<file path="config.mk">
export PLATFORM = sky130hd
export DESIGN_NAME = uis_top
export DESIGN_NICKNAME = d
export VERILOG_FILES = /design/src/rtl/uis_pkg.sv /design/src/rtl/uis_ctrl.sv /design/src/rtl/uis_datapath.sv /design/src/rtl/uis_top.sv
export SDC_FILE = /design/constraint.sdc
export NUM_CORES = 1
export LEC_CHECK = 0
export ABC_AREA = 1
export BUFFER_PORTS_ARGS = -buffer_cell sky130_fd_sc_hd__buf_4
export CORE_ASPECT_RATIO = 1.5
export CORE_MARGIN = 2
export CORE_UTILIZATION = 25
export CTS_BUF_LIST = sky130_fd_sc_hd__clkbuf_8
export CTS_CLUSTER_DIAMETER = 120
export DETAILED_ROUTE_END_ITERATION = 6
export GPL_TIMING_DRIVEN = 1
export MAX_ROUTING_LAYER = met4
export SLEW_MARGIN = 20
export SYNTH_ARGS = -nofsm -noshare
export SYNTH_HDL_FRONTEND = slang
export SYNTH_SLANG_ARGS = --single-unit
export TNS_END_PERCENT = 100
</file>
<file path="constraint.sdc">
create_clock -name clk -period 3.63 [get_ports clk]
set_clock_uncertainty 0.1 [all_clocks]
set_input_delay 0.363 -clock clk [delete_from_list [all_inputs] [get_ports clk]]
set_output_delay 0.363 -clock clk [all_outputs]
set_load 0.005 [all_outputs]
</file>
<file path="src/rtl/uis_pkg.sv">
package uis_pkg;
  localparam int STAT_W = 8;

  localparam int BIT_TXRDY = 0;
  localparam int BIT_RXRDY = 1;
  localparam int BIT_BRK   = 2;
  localparam int BIT_TO    = 3;
  localparam int BIT_RXF   = 4;
  localparam int BIT_TXF   = 5;
  localparam int BIT_AB    = 6;
  localparam int BIT_COS   = 7;

  typedef struct packed {
    logic setRxFifo;
    logic clrRxFifo;
    logic setTxFifo;
    logic clrTxFifo;
    logic setBreak;
    logic clrBreak;
    logic setAb;
    logic clrAb;
    logic setCos;
    logic clrCos;
    logic setTo;
    logic clrTo;
    logic ldMask;
    logic ldDivHi;
    logic ldDivLo;
    logic ldDivAll;
  } strobe_t;
endpackage

</file>
<file path="src/rtl/uis_ctrl.sv">
module uis_ctrl
  import uis_pkg::*;
#(
  parameter int LVL_W    = 6,
  parameter int TO_TICKS = 64
) (
  input  logic             clk,
  input  logic             rstN,
  input  logic [LVL_W-1:0] rxLevel,
  input  logic [LVL_W-1:0] rxThreshold,
  input  logic             rxEnable,
  input  logic             rxCharIn,
  input  logic             rxFifoEvt,
  input  logic             breakEdge,
  input  logic             txHoldEmpty,
  input  logic             txFifoEvt,
  input  logic             ctsEdge,
  input  logic             ctsIrqEn,
  input  logic             autobaudDone,
  input  logic             bitTick,
  input  logic             busRdRxBuf,
  input  logic             busWrTxBuf,
  input  logic             busWrCmd,
  input  logic             cmdEnab,
  input  logic             cmdBrkRst,
  input  logic             cmdCosRst,
  input  logic             wrMask,
  input  logic             wrDivHi,
  input  logic             wrDivLo,
  output strobe_t          stb,
  output logic             txLoad
);
  localparam int CW = (TO_TICKS > 1) ? $clog2(TO_TICKS) : 1;
  localparam logic [CW-1:0] LAST = CW'(TO_TICKS - 1);

  logic [CW-1:0] toCnt;
  logic          restart;
  logic          eligible;
  logic          lastTick;

  // Timeout restart conditions: arrival, drained FIFO, receiver off
  assign restart  = rxCharIn || (rxLevel == '0) || !rxEnable;
  assign eligible = !restart && (rxLevel < rxThreshold);
  assign lastTick = eligible && bitTick && (toCnt == LAST);

  always_ff @(posedge clk) begin
    if (!rstN) begin
      toCnt <= '0;
    end else if (!eligible) begin
      toCnt <= '0;
    end else if (bitTick && (toCnt != LAST)) begin
      toCnt <= toCnt + 1'b1;
    end
  end

  always_comb begin
    stb           = '0;
    stb.setRxFifo = rxFifoEvt;
    stb.clrRxFifo = busRdRxBuf;
    stb.setTxFifo = txFifoEvt;
    stb.clrTxFifo = busWrTxBuf;
    stb.setBreak  = breakEdge;
    stb.clrBreak  = busWrCmd && cmdBrkRst;
    stb.setAb     = autobaudDone;
    stb.clrAb     = busWrCmd && cmdEnab;
    stb.setCos    = ctsEdge && ctsIrqEn;
    stb.clrCos    = busWrCmd && cmdCosRst;
    stb.setTo     = lastTick;
    stb.clrTo     = restart;
    stb.ldMask    = wrMask;
    stb.ldDivHi   = wrDivHi;
    stb.ldDivLo   = wrDivLo;
    stb.ldDivAll  = autobaudDone;
  end

  assign txLoad = busWrTxBuf && txHoldEmpty;

  // an arriving character restarts the inactivity count
  a_r9_restart: assert property (@(posedge clk) disable iff (!rstN)
    rxCharIn |=> (toCnt == '0));

  // nothing is accepted while the holding register is full
  a_r2_discard: assert property (@(posedge clk) disable iff (!rstN)
    !txHoldEmpty |-> !txLoad);

  // the count never moves while the level is at or above the threshold
  a_r8_no_count_full: assert property (@(posedge clk) disable iff (!rstN)
    (rxLevel >= rxThreshold) |=> (toCnt == '0));
endmodule

</file>
<file path="src/rtl/uis_datapath.sv">
module uis_datapath
  import uis_pkg::*;
#(
  parameter int BYTE_W = 8
) (
  input  logic                clk,
  input  logic                rstN,
  input  strobe_t             stb,
  input  logic [BYTE_W-1:0]   wrData,
  input  logic [2*BYTE_W-1:0] autobaudRate,
  input  logic                txHoldEmpty,
  input  logic                rxNotEmpty,
  input  logic                rxFifoFull,
  input  logic                fullSelMode,
  output logic [STAT_W-1:0]   statusOut,
  output logic [STAT_W-1:0]   maskOut,
  output logic [2*BYTE_W-1:0] divisorOut,
  output logic                irq
);
  localparam int DIV_W = 2 * BYTE_W;

  logic [STAT_W-1:2] setVec;
  logic [STAT_W-1:2] clrVec;
  logic [STAT_W-1:2] stickyQ;
  logic [STAT_W-1:0] maskQ;
  logic [DIV_W-1:0]  divQ;

  always_comb begin
    setVec          = '0;
    clrVec          = '0;
    setVec[BIT_BRK] = stb.setBreak;  clrVec[BIT_BRK] = stb.clrBreak;
    setVec[BIT_TO]  = stb.setTo;     clrVec[BIT_TO]  = stb.clrTo;
    setVec[BIT_RXF] = stb.setRxFifo; clrVec[BIT_RXF] = stb.clrRxFifo;
    setVec[BIT_TXF] = stb.setTxFifo; clrVec[BIT_TXF] = stb.clrTxFifo;
    setVec[BIT_AB]  = stb.setAb;     clrVec[BIT_AB]  = stb.clrAb;
    setVec[BIT_COS] = stb.setCos;    clrVec[BIT_COS] = stb.clrCos;
  end

  // One sticky flag per status position; set takes priority over clear
  for (genvar i = 2; i < STAT_W; i++) begin : gSticky
    always_ff @(posedge clk) begin
      if (!rstN)          stickyQ[i] <= 1'b0;
      else if (setVec[i]) stickyQ[i] <= 1'b1;
      else if (clrVec[i]) stickyQ[i] <= 1'b0;
    end
  end

  always_ff @(posedge clk) begin
    if (!rstN)           maskQ <= '0;
    else if (stb.ldMask) maskQ <= wrData;
  end

  always_ff @(posedge clk) begin
    if (!rstN) begin
      divQ <= '0;
    end else if (stb.ldDivAll) begin
      divQ <= autobaudRate;
    end else begin
      if (stb.ldDivHi) divQ[DIV_W-1:BYTE_W] <= wrData;
      if (stb.ldDivLo) divQ[BYTE_W-1:0]     <= wrData;
    end
  end

  assign statusOut  = {stickyQ,
                       fullSelMode ? rxFifoFull : rxNotEmpty,
                       txHoldEmpty};
  assign maskOut    = maskQ;
  assign divisorOut = divQ;
  assign irq        = |(statusOut & maskQ);

  // a set event is never lost to a simultaneous clear
  a_r12_set_wins: assert property (@(posedge clk) disable iff (!rstN)
    (stb.setRxFifo && stb.clrRxFifo) |=> stickyQ[BIT_RXF]);

  // autobaud flag leaves the set state only through its own clear
  a_r6_ab_hold: assert property (@(posedge clk) disable iff (!rstN)
    (stickyQ[BIT_AB] && !stb.clrAb) |=> stickyQ[BIT_AB]);

  // a mask write stores the bus byte
  a_r11_mask_load: assert property (@(posedge clk) disable iff (!rstN)
    stb.ldMask |=> (maskQ == $past(wrData)));

  // a byte write leaves the other divider byte untouched
  a_r10_hi_only: assert property (@(posedge clk) disable iff (!rstN)
    (stb.ldDivHi && !stb.ldDivLo && !stb.ldDivAll)
      |=> (divQ[BYTE_W-1:0] == $past(divQ[BYTE_W-1:0])));
endmodule

</file>
<file path="src/rtl/uis_top.sv">
module uis_top
  import uis_pkg::*;
#(
  parameter int LVL_W    = 6,
  parameter int TO_TICKS = 64
) (
  input  logic             clk,
  input  logic             rstN,
  input  logic [LVL_W-1:0] rxLevel,
  input  logic [LVL_W-1:0] rxThreshold,
  input  logic             rxFifoFull,
  input  logic             rxEnable,
  input  logic             rxCharIn,
  input  logic             rxFifoEvt,
  input  logic             breakEdge,
  input  logic             txHoldEmpty,
  input  logic             txFifoEvt,
  input  logic             ctsEdge,
  input  logic             ctsIrqEn,
  input  logic             autobaudDone,
  input  logic [15:0]      autobaudRate,
  input  logic             bitTick,
  input  logic             fullSelMode,
  input  logic             busRdRxBuf,
  input  logic             busWrTxBuf,
  input  logic             busWrCmd,
  input  logic             cmdEnab,
  input  logic             cmdBrkRst,
  input  logic             cmdCosRst,
  input  logic [7:0]       wrData,
  input  logic             wrMask,
  input  logic             wrDivHi,
  input  logic             wrDivLo,
  output logic [7:0]       statusOut,
  output logic [7:0]       maskOut,
  output logic [15:0]      divisorOut,
  output logic             irq,
  output logic             txLoad
);
  strobe_t stb;

  uis_ctrl #(.LVL_W(LVL_W), .TO_TICKS(TO_TICKS)) uCtrl (
    .clk(clk), .rstN(rstN),
    .rxLevel(rxLevel), .rxThreshold(rxThreshold),
    .rxEnable(rxEnable), .rxCharIn(rxCharIn), .rxFifoEvt(rxFifoEvt),
    .breakEdge(breakEdge), .txHoldEmpty(txHoldEmpty), .txFifoEvt(txFifoEvt),
    .ctsEdge(ctsEdge), .ctsIrqEn(ctsIrqEn), .autobaudDone(autobaudDone),
    .bitTick(bitTick), .busRdRxBuf(busRdRxBuf), .busWrTxBuf(busWrTxBuf),
    .busWrCmd(busWrCmd), .cmdEnab(cmdEnab), .cmdBrkRst(cmdBrkRst),
    .cmdCosRst(cmdCosRst), .wrMask(wrMask), .wrDivHi(wrDivHi),
    .wrDivLo(wrDivLo), .stb(stb), .txLoad(txLoad)
  );

  uis_datapath #(.BYTE_W(8)) uData (
    .clk(clk), .rstN(rstN), .stb(stb),
    .wrData(wrData), .autobaudRate(autobaudRate),
    .txHoldEmpty(txHoldEmpty), .rxNotEmpty(rxLevel != '0),
    .rxFifoFull(rxFifoFull), .fullSelMode(fullSelMode),
    .statusOut(statusOut), .maskOut(maskOut),
    .divisorOut(divisorOut), .irq(irq)
  );

  // a CTS change with its interrupt disabled leaves the flag clear
  a_r7_cos_gate: assert property (@(posedge clk) disable iff (!rstN)
    (ctsEdge && !ctsIrqEn && !statusOut[BIT_COS]) |=> !statusOut[BIT_COS]);

  // a disabled receiver drops the timeout flag
  a_r9_rx_off: assert property (@(posedge clk) disable iff (!rstN)
    (!rxEnable && !autobaudDone) |=> !statusOut[BIT_TO]);
endmodule

</file>
Word-level counts from Yosys, hierarchy flattened
Cells that the tools add are included.
{"block": "op_classes", "add_sub_neg": 1, "magnitude_cmp": 1, "n_eq_ne": 2, "n_mux": 16, "n_bitwise": 1, "reduce_logical": 25}
{"cell": "$mux W16", "n": 1}
{"cell": "$mux W8", "n": 2}
{"cell": "$reduce_bool A2 Y1", "n": 8}
{"cell": "$mux W1", "n": 13}
{"cell": "$logic_and A1 B1 Y1", "n": 9}
{"cell": "$and A8 B8 Y8", "n": 1}
{"cell": "$reduce_or A8 Y1", "n": 1}
{"cell": "$add A6 B1 Y6 const B", "n": 1}
{"cell": "$eq A6 B6 Y1 const B", "n": 1}
{"cell": "$logic_not A6 Y1", "n": 1}
{"cell": "$lt A6 B6 Y1", "n": 1}
{"cell": "$ne A6 B6 Y1 const B", "n": 1}
{"cell": "$reduce_bool A6 Y1", "n": 1}
{"cell": "$logic_not A1 Y1", "n": 2}
{"cell": "$logic_or A1 B1 Y1", "n": 2}
{"cell": "$reduce_and A2 Y1", "n": 1}
{"block": "word_totals", "register_bits": 36, "output_inout_bits": 34, "elab_cells": 56}

Depth between registers and ports, before layout
Gate-level depths: netlist of run 1.
{"block": "depth", "word_depth": 8, "mapped_depth": 7, "ltp_nobuf": 7}

By module
From an unflattened synthesis of run 1, not the netlist that was laid out.
{"block": "hier_totals", "cells_unflattened": 316, "area_unflattened_um2": 2057.0}
{"mod": "uis_datapath", "n_inst": 1, "cells_per_inst": 200, "area_per_inst_um2": 1391.3, "seq_area_each_um2": 600.6}
{"mod": "uis_ctrl", "n_inst": 1, "cells_per_inst": 112, "area_per_inst_um2": 649.4, "seq_area_each_um2": 120.1}
{"mod": "uis_top", "n_inst": 1, "cells_per_inst": 4, "area_per_inst_um2": 16.3, "seq_area_each_um2": 0.0}

Worst setup path before layout of run 1
OpenSTA, ideal clock, no wires.
{"block": "synth_timing", "kind": "input-to-reg", "start": "in rxThreshold[5]", "end": "reg uCtrl.toCnt[0]", "arrival_ns": 1.247, "slack_ns": 2.213, "stages": 6, "path_cell_list": "inv_1 > ha_1 > a21o_1 > nor2_1 > nand3_4 > a21oi_1"}
{"block": "synth_between", "elab_chain_len": 3}
{"item": "from (decl)", "line_no": "uis_top.sv:10", "text": "input logic [LVL_W-1:0] rxThreshold,"}
{"item": "$lt A6 B6 Y1", "line_no": "uis_ctrl.sv:43", "text": "assign eligible = !restart && (rxLevel < rxThreshold);"}
{"item": "$logic_and A1 B1 Y1", "line_no": "uis_ctrl.sv:43"}
{"item": "$reduce_and A2 Y1 (no line)"}
{"item": "to (signal assigned)", "line_no": "uis_ctrl.sv:52", "text": "toCnt <= toCnt + 1'b1;"}
{"item": "to (decl)", "line_no": "uis_ctrl.sv:36", "text": "logic [CW-1:0] toCnt;"}
No other way between the ends.
A chain may end at the register's enable or synchronous reset.

Worst setup path after layout of run 1
{"block": "layout_timing", "start": "in rxLevel[1]", "end": "out irq"}
{"block": "layout_between", "elab_chain_len": 4}
{"item": "from (decl)", "line_no": "uis_top.sv:9", "text": "input logic [LVL_W-1:0] rxLevel,"}
{"item": "$reduce_bool A6 Y1", "line_no": "uis_top.sv:57", "text": ".txHoldEmpty(txHoldEmpty), .rxNotEmpty(rxLevel != '0),"}
{"item": "$mux W1", "line_no": "uis_datapath.sv:65", "text": "fullSelMode ? rxFifoFull : rxNotEmpty,"}
{"item": "$and A8 B8 Y8", "line_no": "uis_datapath.sv:69", "text": "assign irq = |(statusOut & maskQ);"}
{"item": "$reduce_or A8 Y1", "line_no": "uis_datapath.sv:69"}
{"item": "to (decl)", "line_no": "uis_top.sv:37", "text": "output logic irq,"}
No other way between the ends.

==> results of run 1 <==
-- state kept, by name, summed over array words and instances, names as in the netlist --
register          count
uData.maskOut         8
uData.statusOut       6
uData.divisorOut     16
uCtrl.toCnt           6
-- layer usage --
layer	vias up	global-route usage, %	wire length (um)
met5	-	-	0
met4	0	3.90	57
met3	6	2.52	256
met2	57	23.0	2660
met1	805	15.6	2180
li1	1026	-	-
-- per-stage QoR --
stage	setup slack, ns	power [uW]	cells
finish	2.07	961	441
global route	1.96	1020	441
CTS	2.05	980	441
detailed placement	1.99	624	433
global placement	2.05	622	433
floorplan	2.21	514	267
-- cells by family after synthesis --
kind of cell,count (synthesis),share of synthesized area (%)
and+or+nand+nor,134,30.8
buffers and inverters,49,11.1
adders and majority gates,6,4.13
xor gates and xnor gates,1,0.482
AOI/OAI and AO/OA,41,13.9
DFF,36,39.6
-- worst max-delay path, stage by stage --
cell and delay (ns):
buf_4 0.11, nor2_1 0.10, nand3_1 0.10, nor2_1 0.10, a21oi_1 0.07, nand2_1 0.07
nand2_1 0.05, buf_4 0.13
-- power by group --
part / total, uW / internal, uW / switching [uW]
combinational: 180 / 98.9 / 81.1
clock: 349 / 203 / 146
sequential: 431 / 417 / 14.5
-- final cells by class --
class	count	area, sq um
Multi-Input combinational cell	182	897
Inverter	43	161
Fill cell	779	4450
Timing Repair Buffer	92	691
Sequential cell	36	721
Clock buffer	5	68.8
Tap cell	80	100
Clock inverter	3	42.5
-- path summary, 6_finish.rpt --
path | to | slack [ns]
max | irq | 2.07
min | uData.statusOut[5] | 0.18
max reg2reg | uCtrl.toCnt[3] | 2.20
min reg2reg | uData.statusOut[7] | 0.39
-- synth_stat cells (all sizes together) --
master	n
nand3	17
clkbuf	1
o21bai	1
buf	5
nand4	3
clkinv	1
a21o	1
xor2	1
dfxtp	36
o21ai	16
nor3	1
a22oi	7
a21oi	12
nand2	81
ha	6
o211ai	4
nor2	32
inv	42
==> impl_metrics.csv, run 1 <==
group,metric,value,unit
grt,antenna_found_initial,0,
logic_synthesis,syn_area,1820,sq um
status,status,"complete, no violations",
power,leakage,0.00143,uW
worst_setup_path,startpoint_type,"primary input",
power,p_per_area,358,nW/um^2
timing,report.final.slew_viol_count,0,
logic_synthesis,synth_cell_type_count,26,
grt,grt-ovfl-total,0,
cells_and_area,layout_common_cells,"92 x buf_4, 81 x nand2_1, 37 x inv_1",
grt,grt_max_degree,26,
worst_hold_path,min_from,"txFifoEvt",
die,fp.dieW,73.7,um
run,maxCapViolCount,0,
clock_network,cts_resized,0,
worst_setup_path,rr_startpoint,"uCtrl.toCnt[0]",
place,placed_cell_area,2570,sq um
routing,routedWlPerCell,11.7,um
cells_and_area,diodes,0,
cells_and_area,area_growth,47.4,%
clock_network,numCtsBuffers,5,
timing,fin_crit,1.56,ns
worst_setup_path,crit_start,"rxLevel[1]",
clock_network,clkTransAtPathRegs,0.07,ns
logic_synthesis,synth_seq_cells,36,
die,dieHeight,108,um
cells_and_area,stdcell_area,2680,sq um
cells_and_area,nNetsFinal,425,
worst_setup_path,crit_arrival,1.10,ns
routing,routed_via_density,4.29,
worst_setup_path,crit_required,3.17,ns
routing,finalWirelength,5.16,mm
logic_synthesis,netlist_instances,267,
routing,drt_first_pass_iters,4,
clock_network,clockBufferDepth,2,
grt,grtUsageTotal,13.4,%
clock_network,insertion_delay,0.28,ns
routing,drtIter0Drc,70,
grt,grt_pass1_wl,8.01,mm
routing,remaining_drc_errors,0,
logic_synthesis,ys_warn_count,0,
die,placementRows,38,
die,floorplan.initialDensity,25.5,%
logic_synthesis,synth.top_cells.by_area,"dfxtp_1 40%, nand2_1 17%, inv_1 7.6%",
clock_network,cts_tree,"built",
worst_hold_path,min_path_cells,3,
cells_and_area,drive_gt1_share,31.0,%
logic_synthesis,avgSynthCellArea,6.81,sq um
timing,hold_ws,0.182,ns
clock_network,cts.sinks,36,
routing,antenna_left,0,
logic_synthesis,seq_area_frac_synth,39.6,%
die,ios,93,
worst_hold_path,hp-class,"in -> reg",
grt,grt_pass1_vias,1723,
cells_and_area,final_common_cell,"buf_4",
timing,rsz0062_at_grt,"false",
timing,relSlewSlack,83.1,%
logic_synthesis,synthesis.nets,332,
timing,fmax,0.640,GHz
timing,setup_viol,0,
timing,hold_viol_final,0,
clock_network,cts_setup_buffers,0,
place,gp_congestion,0.812,
worst_setup_path,rr_worst_depth,6,
timing,setup_tns,0,ns
clock_network,htree_num_levels,2,
worst_setup_path,worstSetupEndpointType,"primary output",
logic_synthesis,yosys.area.top_type,"dfxtp_1",
logic_synthesis,synth.top_cell.area_share,39.6,%
timing,tightest_slew,0.254,ns
power,vdd_ir_drop_max,0.150,mV
routing,via_count,1894,
clock_network,cts-root-buf,"clkbuf_8",
worst_setup_path,crit_fanout,2,
place,hpwl,4.25,mm
clock_network,cts_hold_buffers,0,
timing,post-route-period-util,43.0,%
die,dieArea,7990,sq um
place,io_buffers,92,
die,coreArea,7130,sq um
cells_and_area,finalCoreUtilization,37.6,%
worst_setup_path,crit_type,"in -> out",
Power figures use the tool's default switching activity.
==> inputs of run 2 (changes only) <==
- clock period: 3.63 -> 1.5 ns (I/O delays scaled with it)
==> run 2 against run 1 <==
Effect of this change:
- sequential power increased by 140%
- critical path type is now reg -> out
- utilization increased by 0.40 points
- design area increased by 1.1%
- first-iteration DRC count decreased by 31%
- critical path depth decreased by 3
- routed wire length increased by 0.25%
- via count increased by 4.2%
- die area unchanged
- total power increased by 130%
- largest power group unchanged
- hold slack got worse by 0.18 ns
- clock-buffer cell count increased by 1
- sequential share of layout area decreased by 0.29 points
==> impl_metrics.csv, run 2 (synthesis results as in run 1) <==
group,metric,value,unit
grt,grtUsageTotal,13.8,%
clock_network,numCtsBuffers,5,
power,clockPowerShare,31.8,%
worst_setup_path,crit_arrival,1.11,ns
power,leakage,0.00145,uW
power,power.switching,569,uW
power,p_per_area,806,nW/um^2
cells_and_area,nNetsFinal,429,
worst_setup_path,crit_fanout,3,
power,p_seq_share,47.8,%
routing,drtIter0Drc,48,
grt,grtUsageMet2,23.5,%
worst_setup_path,cp_slowest_cell,"dfxtp_1",
cells_and_area,multi_input_area,910,sq um
timing,setup_tns,0,ns
die,fp.dieW,73.7,um
timing,hold_viol_final,0,
worst_hold_path,hp-class,"in -> reg",
timing,hold_ws,0.00683,ns
timing,report.final.slew_viol_count,0,
cells_and_area,seq_area,721,sq um
timing,fmax,0.733,GHz
worst_setup_path,crit_type,"reg -> out",
grt,grt_pass1_vias,1867,
clock_network,cts-root-buf,"clkbuf_8",
power,totalPowerFinal,2190,uW
clock_network,insertion_delay,0.28,ns
worst_setup_path,worstSetupEndpointType,"primary output",
clock_network,cts_tree,"built",
clock_network,clkTransAtPathRegs,0.07,ns
die,dieArea,7990,sq um
clock_network,cts_setup_buffers,0,
worst_setup_path,max_stage_delay,0.34,ns
cells_and_area,area_growth,49.0,%
worst_setup_path,crit_top_cell,"nand2_1",
grt,antenna_found_initial,0,
worst_setup_path,startpoint_type,"flip-flop",
power,p_int,1620,uW
status,status,"complete, no violations",
timing,post-route-period-util,90.9,%
die,floorplan.initialDensity,25.5,%
run,maxCapViolCount,0,
grt,grtUsageMet3,3.26,%
timing,rsz0062_at_grt,"false",
worst_setup_path,path_buf_inv,1,
die,dieHeight,108,um
clock_network,cts.sinks,36,
clock_network,htree_num_levels,2,
place,gp_congestion,0.797,
grt,grt-busiest-layer,"met2",
place,placedCellCount,434,
routing,drt_first_pass_iters,4,
cells_and_area,fillers,789,
grt,grt_pass1_wl,8.35,mm
cells_and_area,diodes,0,
routing,routed_via_density,4.44,
grt,use_met1,15.4,%
timing,fin_crit,1.36,ns
power,vdd_ir_drop_max,0.279,mV
routing,antenna_left,0,
worst_setup_path,crit_required,1.25,ns
cells_and_area,final_common_cell,"buf_4",
cells_and_area,drive_gt1_share,30.7,%
cells_and_area,layout_common_cells,"93 x buf_4, 81 x nand2_1, 39 x inv_1",
die,placementRows,38,
timing,setup_viol,0,
power,netSwitchingFraction,26.0,%
grt,grt-ovfl-total,0,
routing,remaining_drc_errors,0,
die,ios,93,
worst_setup_path,critical_path.top_delay_family,"simple AND/OR/NAND/NOR gates",
place,io_buffers,92,
grt,grt_max_degree,25,
die,coreArea,7130,sq um
clock_network,clockBufferDepth,2,
routing,finalWirelength,5.17,mm
routing,via_count,1974,
timing,relSlewSlack,82.7,%
place,hpwl,4.21,mm
worst_setup_path,crit_path_cell_trace,"nand2_1, nand4_1, nor2_1, nand2_1, buf_4",
cells_and_area,largest_reg_flops,16,
routing,routedWlPerCell,11.6,um
cells_and_area,stdcell_count,445,
timing,tightest_slew,0.259,ns
power,pwr-share-comb,20.3,%
-- run 2: final cells by class --
class / count / share of cell area, %
Timing Repair Buffer: 96 / 26.9
Clock inverter: 2 / 0.277
Tap cell: 80 / 3.69
Sequential cell: 36 / 26.6
Clock buffer: 6 / 3.05
Inverter: 43 / 5.96
Multi-Input combinational cell: 182 / 33.6
-- run 2: power groups by stage --
stage	Clock, uW	Sequential (uW)	Combinational, uW
2_1_floorplan	0	1060	179
3_3_place_gp	0	1070	439
3_5_place_dp	0	1070	444
4_1_cts	727	1050	452
5_1_grt	755	1050	504
6_report	695	1050	445
-- run 2: through the flow --
stage / util, % / cell area (sq um) / worst slack, ns
floorplan: - / 1820 / 0.256
global placement: 36.1 / 2580 / 0.111
detailed placement: 36.1 / 2580 / 0.0889
CTS: 37.8 / 2700 / 0.111
global route: 38.0 / 2710 / 0.0257
finish: 38.0 / 2710 / 0.136
-- run 2: worst reg2reg max path, stage by stage, from the launching register on --
cell and delay, ns:
dfxtp_1 0.36, ha_1 0.24, nand3_2 0.13, o21ai_4 0.22
inv_2 0.06, nand2_1 0.08, a21oi_2 0.05
-- run 2: path summary, 6_finish.rpt --
path                                          from                 end  slack, ns  cells past startpoint
worst max-delay path              uData.maskOut[5]                 irq       0.14                      5
worst min-delay path                     wrData[3]    uData.maskOut[3]      0.007                      3
worst max register to register      uCtrl.toCnt[0]      uCtrl.toCnt[3]       0.15                      6
worst min register to register  uData.statusOut[3]  uData.statusOut[3]       0.39                      2
-- run 2: timing repair --
action / CTS / global route
resized for setup: 0 / 2
hold endpoints to repair: 3 / 0
setup endpoints to repair: 0 / 3
hold buffers: 3 / 0
-- run 2: routing by layer --
| layer | vias to the layer above | wire, um |
|---|---|---|
| met5 | - | 0 |
| met4 | 0 | 61 |
| met3 | 5 | 366 |
| met2 | 67 | 2670 |
| met1 | 868 | 2070 |
| li1 | 1034 | - |
==> inputs of run 3 (changes only) <==
- CORE_ASPECT_RATIO: 1.5 -> default
==> run 3 against run 2 <==
Effect of this change:
- die area decreased by 0.17%
- hold slack better by 0.011 ns
- via count fell by 3.1%
- non-clock buffer count shrank 1
- register-to-register slack about the same
- combinational power is essentially flat
- cell count is 3.8% higher
- clock power up 5.6%
- clock-buffer cell count up 1
- total power is 1.7% higher
- first-iteration DRC count is 19% higher
- setup slack gained 0.0063 ns
- largest power group unchanged
- highest routed layer unchanged
==> impl_metrics.csv, run 3 (synthesis results as in run 1) <==
group,metric,value,unit
status,status,"complete, no violations",
grt,grtUsageTotal,13.8,%
die,ios,93,
die,dieHeight,89.3,um
timing,post-route-period-util,90.5,%
grt,grt_pass1_wl,8.41,mm
timing,tightest_slew,0.250,ns
worst_hold_path,min_from,"wrData[2]",
routing,finalWirelength,5.12,mm
worst_setup_path,startpoint_type,"flip-flop",
worst_setup_path,crit_required,1.57,ns
place,placed_cell_area,2590,sq um
cells_and_area,largest_reg_flops,16,
grt,grt_pass1_vias,1911,
power,p_per_area,811,nW/um^2
timing,hold_viol_final,0,
worst_hold_path,min_path_cells,3,
worst_hold_path,hp-class,"in -> reg",
cells_and_area,drive_gt1_share,31.4,%
routing,drtIter0Drc,57,
clock_network,insertion_delay,0.28,ns
clock_network,htree_num_levels,2,
place,gp_congestion,0.775,
worst_setup_path,rr_startpoint,"uCtrl.toCnt[0]",
die,placementRows,31,
clock_network,clockBufferDepth,2,
routing,drt_first_pass_iters,4,
timing,fmax,0.736,GHz
worst_setup_path,crit_arrival,1.43,ns
cells_and_area,nNetsFinal,428,
routing,remaining_drc_errors,0,
worst_setup_path,crit_fanout,5,
worst_setup_path,rr_worst_depth,6,
worst_setup_path,reg2reg_to,"uCtrl.toCnt[1]",
timing,fin_crit,1.36,ns
power,leakage,0.00143,uW
routing,via_count,1913,
routing,routed_via_density,4.14,
cells_and_area,area_growth,50.6,%
die,floorplan.initialDensity,25.5,%
cells_and_area,layout_common_cells,"92 x buf_4, 81 x nand2_1, 37 x inv_1",
timing,relSlewSlack,83.2,%
clock_network,cts.sinks,36,
die,fp.dieW,89.3,um
clock_network,clkTransAtPathRegs,0.07,ns
cells_and_area,stdcell_area,2740,sq um
worst_setup_path,worstSetupEndpointType,"flip-flop",
grt,grt_max_degree,26,
clock_network,cts-root-buf,"clkbuf_8",
cells_and_area,finalCoreUtilization,38.4,%
cells_and_area,final_common_cell,"buf_4",
timing,setup_viol,0,
die,dieArea,7980,sq um
worst_setup_path,reg2reg_slack,0.14,ns
worst_setup_path,crit_start,"uCtrl.toCnt[0]",
worst_hold_path,worstHoldEndpoint,"uData.maskOut[2]",
grt,antenna_found_initial,0,
run,maxCapViolCount,0,
clock_network,numCtsBuffers,5,
place,hpwl,4.14,mm
die,coreArea,7140,sq um
place,io_buffers,92,
clock_network,cts_setup_buffers,0,
timing,rsz0062_at_grt,"false",
routing,routedWlPerCell,11.1,um
clock_network,cts_tree,"built",
routing,antenna_left,0,
power,vdd_ir_drop_max,0.323,mV
timing,report.final.slew_viol_count,0,
timing,setup_tns,0,ns
cells_and_area,diodes,0,
grt,grt-ovfl-total,0,
power,totalPowerFinal,2220,uW
worst_setup_path,crit_type,"reg -> reg",
timing,hold_ws,0.0180,ns
==> run 3: changes by cell type in the layout (fill, tap and decap cells not counted) <==
cell / previous run / this run
buf_4: 93 / 92
clkbuf_8: 6 / 7
ha_2: 0 / 1
ha_1: 6 / 5
a21oi_1: 9 / 8
a21oi_2: 3 / 4
inv_1: 39 / 37
==> run 3: worst max-delay path, cell delays in order, from the launching register on <==
cell,delay [ns]
dfxtp_1,0.36
ha_2,0.23
nand3_2,0.13
o21ai_4,0.23
inv_2,0.07
nand2_1,0.08
a21oi_2,0.06
==> run 3: report_power, final <==
group / internal, uW / leakage (uW) / total, uW / switching, uW
Sequential: 1010 / 0.000297 / 1040 / 33.6
Clock: 409 / 0.0000503 / 734 / 325
Combinational: 245 / 0.00109 / 445 / 200
Total: 1660 / 0.00143 / 2220 / 558
==> run 3: final cells by class <==
| cell class | instances | area [sq um] |
|---|---|---|
| sequential | 36 | 721 |
| tap | 99 | 124 |
| fill | 791 | 4400 |
| clock buffer | 7 | 96.3 |
| multi-input combinational | 182 | 916 |
| inverter | 43 | 161 |
| timing repair buffer | 95 | 721 |
==> run 3: metal layers <==
layer | share of wire [%] | vias to the layer above | global-route usage, % | routed length (um)
met5 | 0 | - | - | 0
met4 | 1.0 | 0 | 3.53 | 53
met3 | 5.8 | 6 | 3.32 | 295
met2 | 50 | 46 | 24.2 | 2580
met1 | 43 | 832 | 15.9 | 2190
li1 | - | 1029 | - | -
==> run 3: how the worst max path moves through the flow <==
stage | end | slack [ns] | depth (start not counted)
3_5_place_dp | uCtrl.toCnt[0] | 0.07 | 6
5_1_grt | uCtrl.toCnt[1] | 0.04 | 6
4_1_cts | uCtrl.toCnt[3] | 0.06 | 6
6_report | uCtrl.toCnt[1] | 0.14 | 6
3_3_place_gp | uCtrl.toCnt[0] | 0.13 | 6
2_1_floorplan | uCtrl.toCnt[3] | 0.26 | 6
==> run 3: per-stage QoR <==
stage | std cells | setup slack [ns]
3_3_place_gp | 452 | 0.126
5_1_grt | 462 | 0.0359
3_5_place_dp | 452 | 0.0732
4_1_cts | 462 | 0.0619
2_1_floorplan | 267 | 0.256
6_report | 462 | 0.142
==> run 3: repair_timing <==
| action | CTS | global route |
|---|---|---|
| endpoints found under the hold margin | 3 | 0 |
| resized for setup | 0 | 4 |
| hold buffers | 3 | 0 |
| endpoints found under the setup margin | 0 | 4 |
